===== src/rtl/way_loc_pkg.sv =====
package way_loc_pkg;

  // strobes from control to datapath
  typedef struct packed {
    logic writeEn;
    logic clearAll;
    logic capture;
    logic fwdHit;
    logic fwdMiss;
  } wlStrobes_t;

  // address comparison results from datapath to control
  typedef struct packed {
    logic sameIdx;
    logic sameTag;
  } wlCompare_t;

endpackage


===== src/rtl/way_loc_ctrl.sv =====
module way_loc_ctrl
  import way_loc_pkg::*;
(
  input  logic       flush,
  input  logic       lookupValid,
  input  logic       updateValid,
  input  wlCompare_t cmp,
  output wlStrobes_t strb
);

  logic liveUpdate;

  always_comb begin
    liveUpdate    = updateValid && !flush;
    strb.clearAll = flush;
    strb.writeEn  = liveUpdate;
    strb.capture  = lookupValid;
    strb.fwdHit   = liveUpdate && lookupValid && cmp.sameIdx && cmp.sameTag;
    strb.fwdMiss  = liveUpdate && lookupValid && cmp.sameIdx && !cmp.sameTag;
  end

endmodule


===== src/rtl/way_loc_dp.sv =====
module way_loc_dp
  import way_loc_pkg::*;
#(
  parameter int VADDR_W = 32,
  parameter int OFS_W   = 6,
  parameter int ENTRIES = 16,
  parameter int WAYS    = 8,
  localparam int IDX_W  = $clog2(ENTRIES),
  localparam int WAY_W  = $clog2(WAYS),
  localparam int TAG_W  = VADDR_W - OFS_W - IDX_W
) (
  input  logic               clk,
  input  logic               rstN,
  input  logic [VADDR_W-1:0] lookupVaddr,
  input  logic [VADDR_W-1:0] updateVaddr,
  input  logic [WAY_W-1:0]   updateWay,
  input  wlStrobes_t         strb,
  output wlCompare_t         cmp,
  output logic               resultValid,
  output logic               resultHit,
  output logic [WAY_W-1:0]   resultWay
);

  logic [IDX_W-1:0] lookIdx, updIdx;
  logic [TAG_W-1:0] lookTag, updTag;
  logic             unusedOfsBits;

  assign lookIdx = lookupVaddr[OFS_W +: IDX_W];
  assign updIdx  = updateVaddr[OFS_W +: IDX_W];
  assign lookTag = lookupVaddr[VADDR_W-1 -: TAG_W];
  assign updTag  = updateVaddr[VADDR_W-1 -: TAG_W];
  assign unusedOfsBits = ^{lookupVaddr[OFS_W-1:0], updateVaddr[OFS_W-1:0]};

  assign cmp.sameIdx = (lookIdx == updIdx);
  assign cmp.sameTag = (lookTag == updTag);

  logic [ENTRIES-1:0] validBits;
  logic [TAG_W-1:0]   tagMem [ENTRIES];
  logic [WAY_W-1:0]   wayMem [ENTRIES];

  for (genvar e = 0; e < ENTRIES; e++) begin : gEntry
    logic selUpd;
    assign selUpd = strb.writeEn && (updIdx == IDX_W'(e));

    always_ff @(posedge clk or negedge rstN) begin
      if (!rstN)              validBits[e] <= 1'b0;
      else if (strb.clearAll) validBits[e] <= 1'b0;
      else if (selUpd)        validBits[e] <= 1'b1;
    end

    always_ff @(posedge clk) begin
      if (selUpd) begin
        tagMem[e] <= updTag;
        wayMem[e] <= updateWay;
      end
    end
  end

  logic             storedHit;
  logic             nextHit;
  logic [WAY_W-1:0] nextWay;

  always_comb begin
    storedHit = validBits[lookIdx] && (tagMem[lookIdx] == lookTag);
    nextHit   = 1'b0;
    nextWay   = '0;
    if (!strb.clearAll) begin
      if (strb.fwdHit) begin
        nextHit = 1'b1;
        nextWay = updateWay;
      end else if (!strb.fwdMiss && storedHit) begin
        nextHit = 1'b1;
        nextWay = wayMem[lookIdx];
      end
    end
  end

  always_ff @(posedge clk or negedge rstN) begin
    if (!rstN) begin
      resultValid <= 1'b0;
      resultHit   <= 1'b0;
      resultWay   <= '0;
    end else begin
      resultValid <= strb.capture;
      resultHit   <= strb.capture && nextHit;
      resultWay   <= strb.capture ? nextWay : '0;
    end
  end

  assert_latency_R2: assert property (@(posedge clk) disable iff (!rstN)
    strb.capture |=> resultValid);
  assert_idle_R2: assert property (@(posedge clk) disable iff (!rstN)
    !strb.capture |=> !resultValid);
  assert_fwd_onehot_R6: assert property (@(posedge clk) disable iff (!rstN)
    $onehot0({strb.fwdHit, strb.fwdMiss}));
  assert_fwd_hit_R6: assert property (@(posedge clk) disable iff (!rstN)
    (strb.fwdHit && strb.capture) |=> (resultHit && resultWay == $past(updateWay)));
  assert_flush_miss_R7: assert property (@(posedge clk) disable iff (!rstN)
    strb.clearAll |=> !resultHit);
  assert_flush_clear_R7: assert property (@(posedge clk) disable iff (!rstN)
    strb.clearAll |=> (validBits == '0));
  assert_miss_way_R9: assert property (@(posedge clk) disable iff (!rstN)
    !resultHit |-> (resultWay == '0));

endmodule


===== src/rtl/way_loc_table.sv =====
module way_loc_table
  import way_loc_pkg::*;
#(
  parameter int VADDR_W = 32,
  parameter int OFS_W   = 6,
  parameter int ENTRIES = 16,
  parameter int WAYS    = 8,
  localparam int WAY_W  = $clog2(WAYS)
) (
  input  logic               clk,
  input  logic               rstN,
  input  logic               flush,
  input  logic               lookupValid,
  input  logic [VADDR_W-1:0] lookupVaddr,
  input  logic               updateValid,
  input  logic [VADDR_W-1:0] updateVaddr,
  input  logic [WAY_W-1:0]   updateWay,
  output logic               resultValid,
  output logic               resultHit,
  output logic [WAY_W-1:0]   resultWay
);

  wlStrobes_t strb;
  wlCompare_t cmp;

  way_loc_ctrl uCtrl (
    .flush       (flush),
    .lookupValid (lookupValid),
    .updateValid (updateValid),
    .cmp         (cmp),
    .strb        (strb)
  );

  way_loc_dp #(
    .VADDR_W (VADDR_W),
    .OFS_W   (OFS_W),
    .ENTRIES (ENTRIES),
    .WAYS    (WAYS)
  ) uDp (
    .clk         (clk),
    .rstN        (rstN),
    .lookupVaddr (lookupVaddr),
    .updateVaddr (updateVaddr),
    .updateWay   (updateWay),
    .strb        (strb),
    .cmp         (cmp),
    .resultValid (resultValid),
    .resultHit   (resultHit),
    .resultWay   (resultWay)
  );

endmodule


===== config.mk =====
export PLATFORM = sky130hd
export DESIGN_NAME = way_loc_table
export DESIGN_NICKNAME = d
export VERILOG_FILES = /design/src/rtl/way_loc_pkg.sv /design/src/rtl/way_loc_ctrl.sv /design/src/rtl/way_loc_dp.sv /design/src/rtl/way_loc_table.sv
export SDC_FILE = /design/constraint.sdc
export NUM_CORES = 1
export LEC_CHECK = 0
export BUFFER_PORTS_ARGS = -buffer_cell sky130_fd_sc_hd__buf_4
export CAP_MARGIN = 20
export CORE_MARGIN = 2
export CORE_UTILIZATION = 40
export DETAILED_ROUTE_END_ITERATION = 12
export PLACE_DENSITY = 0.54
export SETUP_SLACK_MARGIN = 0.4
export SLEW_MARGIN = 10
export SYNTH_ARGS = -nofsm -noshare
export SYNTH_HDL_FRONTEND = slang
export SYNTH_HIERARCHICAL = 1
export SYNTH_SLANG_ARGS = --single-unit

===== constraint.sdc =====
create_clock -name clk -period 2.55 [get_ports clk]
set_input_delay 0.51 -clock clk [delete_from_list [all_inputs] [get_ports clk]]
set_output_delay 0.51 -clock clk [all_outputs]
set_load 0.02 [all_outputs]

* After elaboration in Yosys (flattened, before gate mapping)
Memory sizes are Yosys's and may differ from the RTL's.
Index checks and enable logic that the tools add are counted.
** Word-level totals
- Logic and storage cells :: 277
- Output and inout bits :: 5
- RAM bits :: 400
- Memories :: 2
- Bits in registers :: 21
** Memory list
- uDp.tagMem :: words 16, bits a word 22, rd ports 1, clocked after Yosys merged registers in 0, write ports 1, RTL line way_loc_dp.sv:38 : logic [TAG_W-1:0] tagMem [ENTRIES];
- uDp.wayMem :: words 16, bits a word 3, rd ports 1, clocked after Yosys merged registers in 0, write ports 1, RTL line way_loc_dp.sv:39 : logic [WAY_W-1:0] wayMem [ENTRIES];
** Operators by class
- Muxes and demuxes :: 163
- Equality and inequality tests :: 18
- Order comparisons :: 1
- Reductions and logical operators :: 74
** Operators with widths (count)
- 22-bit two-way mux :: 15
- 22-bit OR reduction :: 15
- 4-bit two-way mux :: 30
- 1-bit two-way mux :: 98
- 3-bit two-way mux :: 19
- 3-bit OR reduction :: 15
- 22-bit equality test :: 2
- 4-bit equality test (second input constant) :: 8
- 2-bit nonzero test :: 16
- 1-bit logical AND :: 24
- 4-bit by 3-bit equality test with 1-bit output (second input constant) :: 4
- 4-bit by 2-bit equality test with 1-bit output (second input constant) :: 2
- 4-bit by 5-bit less-than comparator with 1-bit output (second input constant) :: 1
- 1-bit binary-select mux with 4-bit select :: 1
- 4-bit by 1-bit equality test with 1-bit output (second input constant) :: 1
- 4-bit equality test :: 1
- 4-bit zero test :: 1
- 1-bit zero test :: 3

* Depth between registers and ports, before layout
Gate-level depths: netlist of run 1.
- Depth after elaboration :: 21
- Gate-level depth with buffers :: 15
- Mapped depth without buffers :: 11

* Modules after synthesis
The synthesis of run 1 kept the hierarchy.
** Modules (own cells, without submodules)
- way_loc_dp :: cells each 902, instances 1, area each 17115.2 µm²
- way_loc_ctrl :: cells each 6, instances 1, area each 55.1 µm²

* Worst setup path before layout of run 1
OpenSTA, ideal clock, no wires.
- Kind :: in2reg
- Start :: input port lookupVaddr[7]
- End :: register uDp.resultHit
- Arrival time :: 3.292 ns
- Slack :: -0.815 ns
- Cell stages on the path :: 15
- Path buffers :: 6
- Cell sequence :: buf_2 > buf_4 > buf_4 > buf_2 > buf_2 > clkbuf_1 > xor2_1 > nor4_1 > and4b_1 > inv_1 > o311ai_0 > a221oi_1 > nand4_1 > or4_4 > a21oi_2
** RTL lines
- start, declared :: RTL line way_loc_table.sv:14 : input logic [VADDR_W-1:0] lookupVaddr,
- end signal, assigned :: RTL line way_loc_dp.sv:85 : resultHit <= strb.capture && nextHit;
- end, declared :: RTL line way_loc_dp.sv:20 : output logic resultHit,

* Worst setup path after layout of run 1
- Start :: memory uDp/tagMem[0][2] (netlist bit)
- End :: register uDp.resultWay[1]
** Between the ends
- Word-level cells in the longest chain between the ends :: 8
** Ends and longest elaborated chain
- start, declared :: RTL line way_loc_dp.sv:38
- memory 16 x 22 bit
- 22-bit equality test :: RTL line way_loc_dp.sv:64 : storedHit = validBits[lookIdx] && (tagMem[lookIdx] == lookTag);
- 1-bit logical AND :: RTL line way_loc_dp.sv:64
- 1-bit logical AND :: RTL line way_loc_dp.sv:71 : end else if (!strb.fwdMiss && storedHit) begin
- 3-bit two-way mux :: RTL line way_loc_dp.sv:71
- 3-bit two-way mux :: RTL line way_loc_dp.sv:68 : if (strb.fwdHit) begin
- 3-bit two-way mux :: RTL line way_loc_dp.sv:67 : if (!strb.clearAll) begin
- 3-bit two-way mux :: RTL line way_loc_dp.sv:86 : resultWay <= strb.capture ? nextWay : '0;
- end signal, assigned :: RTL line way_loc_dp.sv:86
- end, declared :: RTL line way_loc_dp.sv:21 : output logic [WAY_W-1:0] resultWay
No other way between the ends.
A chain may end at the register's enable or synchronous reset.

==> results of run 1 <==
-- repair_timing --
item,4_1_cts,5_1_grt
pin swaps,12,7
setup endpoints to repair,4,4
hold buffers,1,0
endpoints found under the hold margin,21,0
resized for setup,27,12
buffers inserted,0,17
cloned,0,0
-- synth_stat cells, drive strengths merged (9+ instances only) --
| library cell | instances | area (um2) |
|---|---|---|
| nand2 | 26 | 97.6 |
| mux2 | 19 | 214 |
| nand2b | 9 | 56.3 |
| a22oi | 10 | 75.1 |
| nand3 | 13 | 65.1 |
| xor2 | 36 | 315 |
| mux2i | 55 | 551 |
| dfrtp | 21 | 526 |
| a21oi | 10 | 57.6 |
| nor2 | 54 | 203 |
| buf | 37 | 251 |
| a221oi | 11 | 103 |
| xnor2 | 14 | 123 |
| mux4 | 78 | 1760 |
| clkbuf | 12 | 45.0 |
| nor2b | 11 | 76.3 |
| edfxtp | 400 | 12000 |
-- stage by stage --
step,setup slack [ps],cell area [um2],power [mW],TNS (ps),hold slack [ps]
2_1_floorplan,-291,17300,8.37,-1160,214
3_3_place_gp,-1250,19600,8.92,-4960,408
3_5_place_dp,-1280,19600,8.93,-5040,409
4_1_cts,-306,21200,15.4,-1200,65.0
5_1_grt,-304,21400,15.8,-1190,77.3
6_report,-239,21400,15.3,-934,91.3
-- state kept, by name (all words and copies together) (netlist names) --
register,flops
uDp/resultHit,1
uDp/resultValid,1
uDp/resultWay,3
uDp/tagMem,352
uDp/validBits,16
uDp/wayMem,48
-- placed cells by master, fill, tap and decap left out, types with 10 or more instances in the layout --
cell       instances
edfxtp_1         400
mux2i_1           54
xor2_1            32
nand2_1           26
nor2_4            13
nand3_1           13
clkinv_2          11
xnor2_1           14
buf_12            26
buf_4            198
clkbuf_16         44
dfrtp_1           21
mux2_2            19
nor2_1            41
nor2b_1           10
mux4_2            76
-- final timing paths --
kind,startpoint,endpoint,slack [ps]
setup / recovery,uDp/tagMem[0][2],uDp/resultWay[1],-240
hold reg to reg,uDp/validBits[15],uDp/validBits[15],490
max in group asynchronous,rstN,uDp/resultWay[2],1980
hold / removal,lookupValid,uDp/resultValid,90
setup reg to reg,uDp/tagMem[0][2],uDp/resultWay[1],-240
min in group asynchronous,rstN,uDp/resultValid,350
-- area by class of cell --
cell class / instances / area, um2 / share of cell area [%]
Timing Repair Buffer: 231 / 2090 / 9.77
Clock buffer: 54 / 1170 / 5.47
Sequential cell: 421 / 12500 / 58.7
Clock inverter: 26 / 284 / 1.33
Inverter: 6 / 22.5 / 0.105
Tap cell: 539 / 674 / 3.16
Multi-Input combinational cell: 432 / 4590 / 21.5
-- kinds of logic (layout without fill, tap and decap cells) --
logic type | after synthesis | in the layout | synth area share (%)
DFF | 421 | 421 | 73.0
and+or+nand+nor | 160 | 160 | 4.77
muxes | 152 | 152 | 14.7
AOI/OAI and AO/OA | 70 | 70 | 3.08
buffers and inverters | 55 | 317 | 1.86
xor gates and xnor gates | 50 | 50 | 2.55
-- power groups by stage --
stage | combinational (mW) | sequential (mW) | clock (mW)
floorplan | 0.559 | 7.81 | 0
finish | 1.17 | 7.67 | 6.50
detailed placement | 1.12 | 7.81 | 0
global route | 1.26 | 7.67 | 6.88
global placement | 1.11 | 7.81 | 0
CTS | 1.15 | 7.67 | 6.61
-- critical path: stages, from the launching register on --
cell and delay, ps:
edfxtp_1 410, mux4_2 450, nor2b_1 150, a21oi_2 110
xor2_1 220, a21oi_2 100, or4_4 530, or4_4 620
o21ai_2 140
-- metal layers --
layer  wire [um]  global-route usage, %  share of wire, %
met2       21800                   33.2                48
met1       20400                   30.2                45
met5           0                      0                 0
met4         869                   5.59               1.9
met3        2460                   3.05               5.4
==> impl_table.tex, run 1 <==
\begin{tabular}{lr}
\hline
Metric & Value \\
\hline
\multicolumn{2}{l}{\textbf{Floorplan}} \\
Horizontal extent of the die & 211 um \\
Rows & 75 \\
Height of the chip & 211 um \\
Top Ports & 77 \\
Floorplan Core Area & 42100 um2 \\
Effective utilization at floorplan & 40.8\% \\
Area enclosed by the die boundary & between 40000 and 50000 um2 \\
\multicolumn{2}{l}{\textbf{Timing}} \\
Final worst-path cycle share & 109\% \\
Remaining max-slew budget at the tightest pin & 57.9\% \\
Number of setup violations in the final report & 4 \\
Worst-case clock skew & 18.3 ps \\
Max-slew violation total from the final report & 0 \\
Final Hold Viols & 0 \\
Minimum period implied by the final worst setup slack & around 2800 ps \\
Maximum operating frequency & around 0.36 GHz \\
RSZ-0062 raised after global routing & true \\
Tightest Pin Transition & 629 ps \\
Final worst setup slack & -239 ps \\
\multicolumn{2}{l}{\textbf{Final layout}} \\
Post-layout net count & 1208 \\
FILL cells & 3464 \\
Number of antenna cells inserted & 0 \\
Finished Core Util & between 50\% and 60\% \\
Filler-free cell count of the finished design & about 1700 \\
Area grow syn2layout & 24.4\% \\
Share of layout cells above drive strength 1 & 37.5\% \\
\multicolumn{2}{l}{\textbf{Global route}} \\
Number of global-route vias before repair & about 9400 \\
GRT Residual Overflow & 0 \\
Antenna violations before repair & 0 \\
Largest net degree at the start of global routing & 26 \\
First-pass GRT wire length & 65500 um \\
Global-route total usage across every layer & 20.8\% \\
\multicolumn{2}{l}{\textbf{Power and ir drop}} \\
Clock power share & a little over two fifths \\
Maximum vdd ir drop & 513 uV \\
Relative contribution of combinational cells to total power & roughly 7.6\% \\
Power density relative to cell area & 718 nW/um2 \\
Share of total power in sequential cells & 50.0\% \\
Switching part of the total & 21.9\% \\
Static power due to leakage & roughly 7.4 nW \\
Switching power summed over all nets & 3.36 mW \\
Total internal power & approximately 12 mW \\
\multicolumn{2}{l}{\textbf{Synth}} \\
Fraction of synthesis flops using an asynchronous set or reset pin & under 10\% \\
Cell Area, Synth & roughly 17000 um2 \\
Warning count from the yosys run & 6 \\
Primary flip-flop cell chosen by synthesis mapping & edfxtp\_1 \\
Mapped Nets & 980 \\
Yosys reg bits & 421 \\
Instance count of the mapped netlist & between 900 and 1000 \\
Sequential cell area fraction in the yosys report & 73.0\% \\
Count of flip-flops with a built-in enable after synthesis & 400 \\
Post-synthesis average cell area & 18.9 um2 \\
Distinct cell type count of the synthesized netlist & 59 \\
\multicolumn{2}{l}{\textbf{Place}} \\
Final weighted congestion of routability-driven global placement & 0.805 \\
Placed Instances & approximately 1600 \\
Count of buffers from port buffering & 64 \\
Half-perimeter wire length of the detailed placement result & 28500 um \\
\multicolumn{2}{l}{\textbf{Drt}} \\
Via-per-instance ratio & 5.47 \\
Post-DRT Antenna Nets & 0 \\
DR DRC count & 0 \\
Routed Wire Length & about 45000 um \\
Detailed Route Iter0 Violations & 883 \\
Number of search-and-repair iterations in the first detailed-routing pass & 5 \\
Routed wire per std cell & between 20 and 30 um \\
Via count & 9352 \\
\multicolumn{2}{l}{\textbf{CTS}} \\
Clock root buffer master & clkbuf\_16 \\
Post-CTS clock slew at the launch and capture registers of the worst setup and hold paths & 60 ps \\
Worst-case clock buffer depth & 3 \\
TritonCTS buffer count & 44 \\
Clock tree from TritonCTS & built \\
CTS sink count & about 420 \\
H-tree depth & 2 \\
Clock latency at the later pin of the worst-skew pair & 570 ps \\
\multicolumn{2}{l}{\textbf{Setup path}} \\
Worst Path Arrival & 3290 ps \\
Maximum fanout count along the critical path & 4 \\
Required time of the critical path & 3060 ps \\
Crit Path Category & reg -> reg \\
Worst setup EP type & flip-flop \\
Logic depth of the worst register-to-register path & 8 \\
Crit start category & flip-flop \\
\multicolumn{2}{l}{\textbf{Status}} \\
Outcome & finished, violations left \\
Failing checks & negative setup slack \\
\multicolumn{2}{l}{\textbf{Run}} \\
Max-cap violation count & 0 \\
\multicolumn{2}{l}{\textbf{Worst hold path}} \\
Type of the worst min-delay path & in -> reg \\
Worst hold path cell count & 1 \\
\hline
\end{tabular}
(Power assumes the default switching activity.)
==> run 2, diff against run 1 <==
--- a/config.mk
+++ b/config.mk
@@ -10,6 +10,7 @@
 export CORE_MARGIN = 2
 export CORE_UTILIZATION = 40
 export DETAILED_ROUTE_END_ITERATION = 12
+export GPL_TIMING_DRIVEN = 0
 export PLACE_DENSITY = 0.54
 export SETUP_SLACK_MARGIN = 0.4
 export SLEW_MARGIN = 10
==> run 2 against run 1 <==
  * The flow still finishes with violations (negative setup slack)
  * Setup slack got worse by 89 ps
  * Critical endpoint is now uDp/resultHit
  * Clock-buffer cell count increased by 7
  * Total power is 1.2% lower
  * Largest power group unchanged
  * Cell count down 6.1%
  * Via count down 0.86%
  * Sequential share of layout area is 2.2 points higher
  * Routed wire length increased by 7.5%
  * First-iteration DRC count decreased by 6.1%
  * Non-clock buffer count decreased by 107
  * Fmax decreased by 3.1%
  * Global-route usage grew 1.5 points
==> impl_table.tex, run 2 (synthesized netlist as in run 1, its figures left out) <==
\begin{tabular}{lr}
\hline
Metric & Value \\
\hline
\multicolumn{2}{l}{\textbf{Power and ir drop}} \\
Relative contribution of combinational cells to total power & 7.2\% (-0.4 points) \\
Static power due to leakage & 6.87 nW (-7.0\%) \\
Switching power summed over all nets & 3.32 mW (-1.3\%) \\
Maximum vdd ir drop & 456 uV (-11\%) \\
Final Total Pwr & 15.1 mW (-1.2\%) \\
Clock power share & 42.1\% (-0.3 points) \\
Total internal power & 11.8 mW (-1.2\%) \\
Power density relative to cell area & 736 nW/um2 (+2.5\%) \\
Switching part of the total & 21.9\% (about the same) \\
Share of total power in sequential cells & 50.6\% (+0.6 points) \\
\multicolumn{2}{l}{\textbf{Setup path}} \\
Crit start category & flip-flop \\
Most frequent cell on the critical path & a21oi\_2 \\
Required time of the critical path & 3060 ps (about the same) \\
Buffers \& Inverters on Critical Path & 0 (unchanged) \\
Crit. Startpoint & uDp/tagMem[6][2] \\
Maximum fanout count along the critical path & 4 (unchanged) \\
Worst Path Arrival & 3380 ps (+90 ps) \\
Crit Path Category & reg -> reg \\
Startpoint of the most critical register-to-register path & uDp/tagMem[6][2] \\
Worst setup EP type & flip-flop \\
Slowest stage cell on the critical path & or4\_4 \\
Cell family contributing the most delay on the critical path & simple AND/OR/NAND/NOR gates \\
Slowest Stage Delay on Critical Path & 650 ps (+30 ps) \\
Ordered list of cells on the worst path & mux4\_2, nor2b\_4, a21oi\_2, xor2\_2, a21oi\_2, or4\_4, or4\_4, a21oi\_2 \\
\multicolumn{2}{l}{\textbf{Drt}} \\
Routed met2 length & 23600 um (+8.6\%) \\
Wl on met1 & 21400 um (+5.2\%) \\
Detailed Route Iter0 Violations & 829 (-6.1\%) \\
Number of search-and-repair iterations in the first detailed-routing pass & 5 (unchanged) \\
DR DRC count & 0 (unchanged) \\
Routed wire per std cell & 30.4 um (+14\%) \\
Via-per-instance ratio & 5.78 (+5.6\%) \\
Highest metal layer with signal wires & met5 \\
Post-DRT Antenna Nets & 0 (unchanged) \\
Met3 Wirelength & 2570 um (+4.5\%) \\
Routed Wire Length & 48900 um (+7.5\%) \\
Via count & 9272 (-0.86\%) \\
\multicolumn{2}{l}{\textbf{Floorplan}} \\
Effective utilization at floorplan & 40.8\% (unchanged) \\
Area enclosed by the die boundary & 44600 um2 (unchanged) \\
Horizontal extent of the die & 211 um (unchanged) \\
Height of the chip & 211 um (unchanged) \\
Rows & 75 (unchanged) \\
Top Ports & 77 (unchanged) \\
Floorplan Core Area & 42100 um2 (unchanged) \\
\multicolumn{2}{l}{\textbf{Timing}} \\
Final setup TNS & -1300 ps (-362 ps) \\
Final worst-path cycle share & 113\% (+3.5 points) \\
Tightest Pin Transition & 1120 ps (+490 ps) \\
Number of setup violations in the final report & 4 (unchanged) \\
Worst-case clock skew & 12.3 ps (-6.03 ps) \\
Hold Slack & 178 ps (+86.8 ps) \\
Maximum operating frequency & 0.347 GHz (-3.1\%) \\
Remaining max-slew budget at the tightest pin & 25.4\% (-33 points) \\
Max-slew violation total from the final report & 0 (unchanged) \\
Final Hold Viols & 0 (unchanged) \\
Minimum period implied by the final worst setup slack & 2880 ps (+88.5 ps) \\
RSZ-0062 raised after global routing & true \\
Final worst setup slack & -328 ps (-88.5 ps) \\
\multicolumn{2}{l}{\textbf{Global route}} \\
Largest net degree at the start of global routing & 27 (+3.8\%) \\
Antenna violations before repair & 2 (+2) \\
First-pass GRT wire length & 68700 um (+4.8\%) \\
Number of global-route vias before repair & 9414 (+0.064\%) \\
GRT Residual Overflow & 0 (unchanged) \\
Global-route total usage across every layer & 22.3\% (+1.5 points) \\
\multicolumn{2}{l}{\textbf{CTS}} \\
Worst-case clock buffer depth & 3 (unchanged) \\
Post-CTS clock slew at the launch and capture registers of the worst setup and hold paths & 60 ps (about the same) \\
H-tree depth & 2 (unchanged) \\
TritonCTS buffer count & 46 (+4.5\%) \\
Clock tree from TritonCTS & built \\
Clock latency at the later pin of the worst-skew pair & 570 ps (about the same) \\
CTS sink count & 421 (unchanged) \\
Clock root buffer master & clkbuf\_16 \\
\multicolumn{2}{l}{\textbf{Final layout}} \\
Area grow syn2layout & 19.9\% \\
Number of flip-flops in the largest register & 352 (unchanged) \\
Commonest non-fill, non-tap cells in the layout & 400 x edfxtp\_1, 76 x mux4\_2, 67 x buf\_4, 55 x mux2i\_1, 52 x clkbuf\_16 \\
Register containing the most flip-flops in the final layout & uDp/tagMem \\
Area of all placed cells without fillers & 20600 um2 (-3.6\%) \\
Number of antenna cells inserted & 0 (unchanged) \\
Post-layout net count & 1103 (-8.7\%) \\
Leading cell type in the layout, fill and taps excluded & edfxtp\_1 \\
Largest registers in the final layout & uDp/tagMem: 352 flops, uDp/wayMem: 48 flops, uDp/validBits: 16 flops \\
Share of layout cells above drive strength 1 & 30.3\% (-7.2 points) \\
\multicolumn{2}{l}{\textbf{Status}} \\
Failing checks & negative setup slack \\
Outcome & finished, violations left \\
\multicolumn{2}{l}{\textbf{Place}} \\
Half-perimeter wire length of the detailed placement result & 31400 um (+10\%) \\
Final weighted congestion of routability-driven global placement & 0.782 (-2.8\%) \\
Area after detailed placement & 18800 um2 (-4.0\%) \\
Count of buffers from port buffering & 56 (-13\%) \\
\multicolumn{2}{l}{\textbf{Worst hold path}} \\
Worst hold path startpoint & lookupValid \\
Type of the worst min-delay path & in -> reg \\
\multicolumn{2}{l}{\textbf{Run}} \\
Max-cap violation count & 0 (unchanged) \\
\hline
\end{tabular}
==> run 2: cell count changes in the layout (fill, tap and decap cells not counted), moves of 7 or more <==
cell	change
clkbuf_1	+8
buf_12	-12
clkinv_1	+7
buf_6	+11
clkbuf_16	+8
buf_4	-131
==> run 2: layer usage <==
layer	track usage, %	up-vias
li1	-	3916
met5	0	-
met1	30.9	4979
met3	3.54	74
met2	36.5	301
met4	6.73	2
==> run 2: area by class of cell <==
cell class              count  area, um2
plain buffers              49        487
clock buffers              61       1320
clock inverters            22        126
fillers                  3461      21500
inverters                   6       22.5
multi-input cells         432       4610
flip-flops and latches    421      12500
well taps                 539        674
repair buffers             75        810
==> run 2: worst paths after layout <==
| check | endpoint | slack [ps] | cells past startpoint |
|---|---|---|---|
| min in group asynchronous | uDp/resultHit | 360 | 2 |
| max in group asynchronous | uDp/validBits[6] | 1960 | 2 |
| worst max-delay path | uDp/resultHit | -330 | 8 |
| worst min register to register | uDp/validBits[13] | 490 | 2 |
| worst max register to register | uDp/resultHit | -330 | 8 |
| worst min-delay path | uDp/resultValid | 180 | 2 |
==> run 2: per-stage QoR <==
stage / std cells / setup slack (ps) / utilization [%]
finish: 1605 / -328 / 48.9
global route: 1605 / -376 / 48.9
CTS: 1605 / -386 / 48.8
detailed placement: 1518 / -1660 / 44.6
global placement: 1503 / -1700 / 43.7
floorplan: 908 / -291 / -
==> run 2: power groups by stage <==
stage / Sequential (mW) / Combinational (mW) / Clock (mW)
3_3_place_gp: 7.81 / 1.01 / 0
4_1_cts: 7.67 / 1.10 / 6.52
6_report: 7.67 / 1.10 / 6.38
5_1_grt: 7.67 / 1.15 / 6.78
2_1_floorplan: 7.81 / 0.559 / 0
3_5_place_dp: 7.81 / 1.04 / 0
==> run 2: worst reg2reg max path, stage by stage, from the launching register on <==
cell      delay, ps
edfxtp_1        360
mux4_2          490
nor2b_4         140
a21oi_2         140
xor2_2          210
a21oi_2         100
or4_4           570
or4_4           650
a21oi_2         160
==> run 2: what timing repair did <==
action                                  4_1_cts  5_1_grt
resized for setup                            65        6
pin swaps                                    13        4
endpoints found under the setup margin        4        4
hold endpoints to repair                     21        0
buffers inserted                              3        0
hold buffers                                  1        0
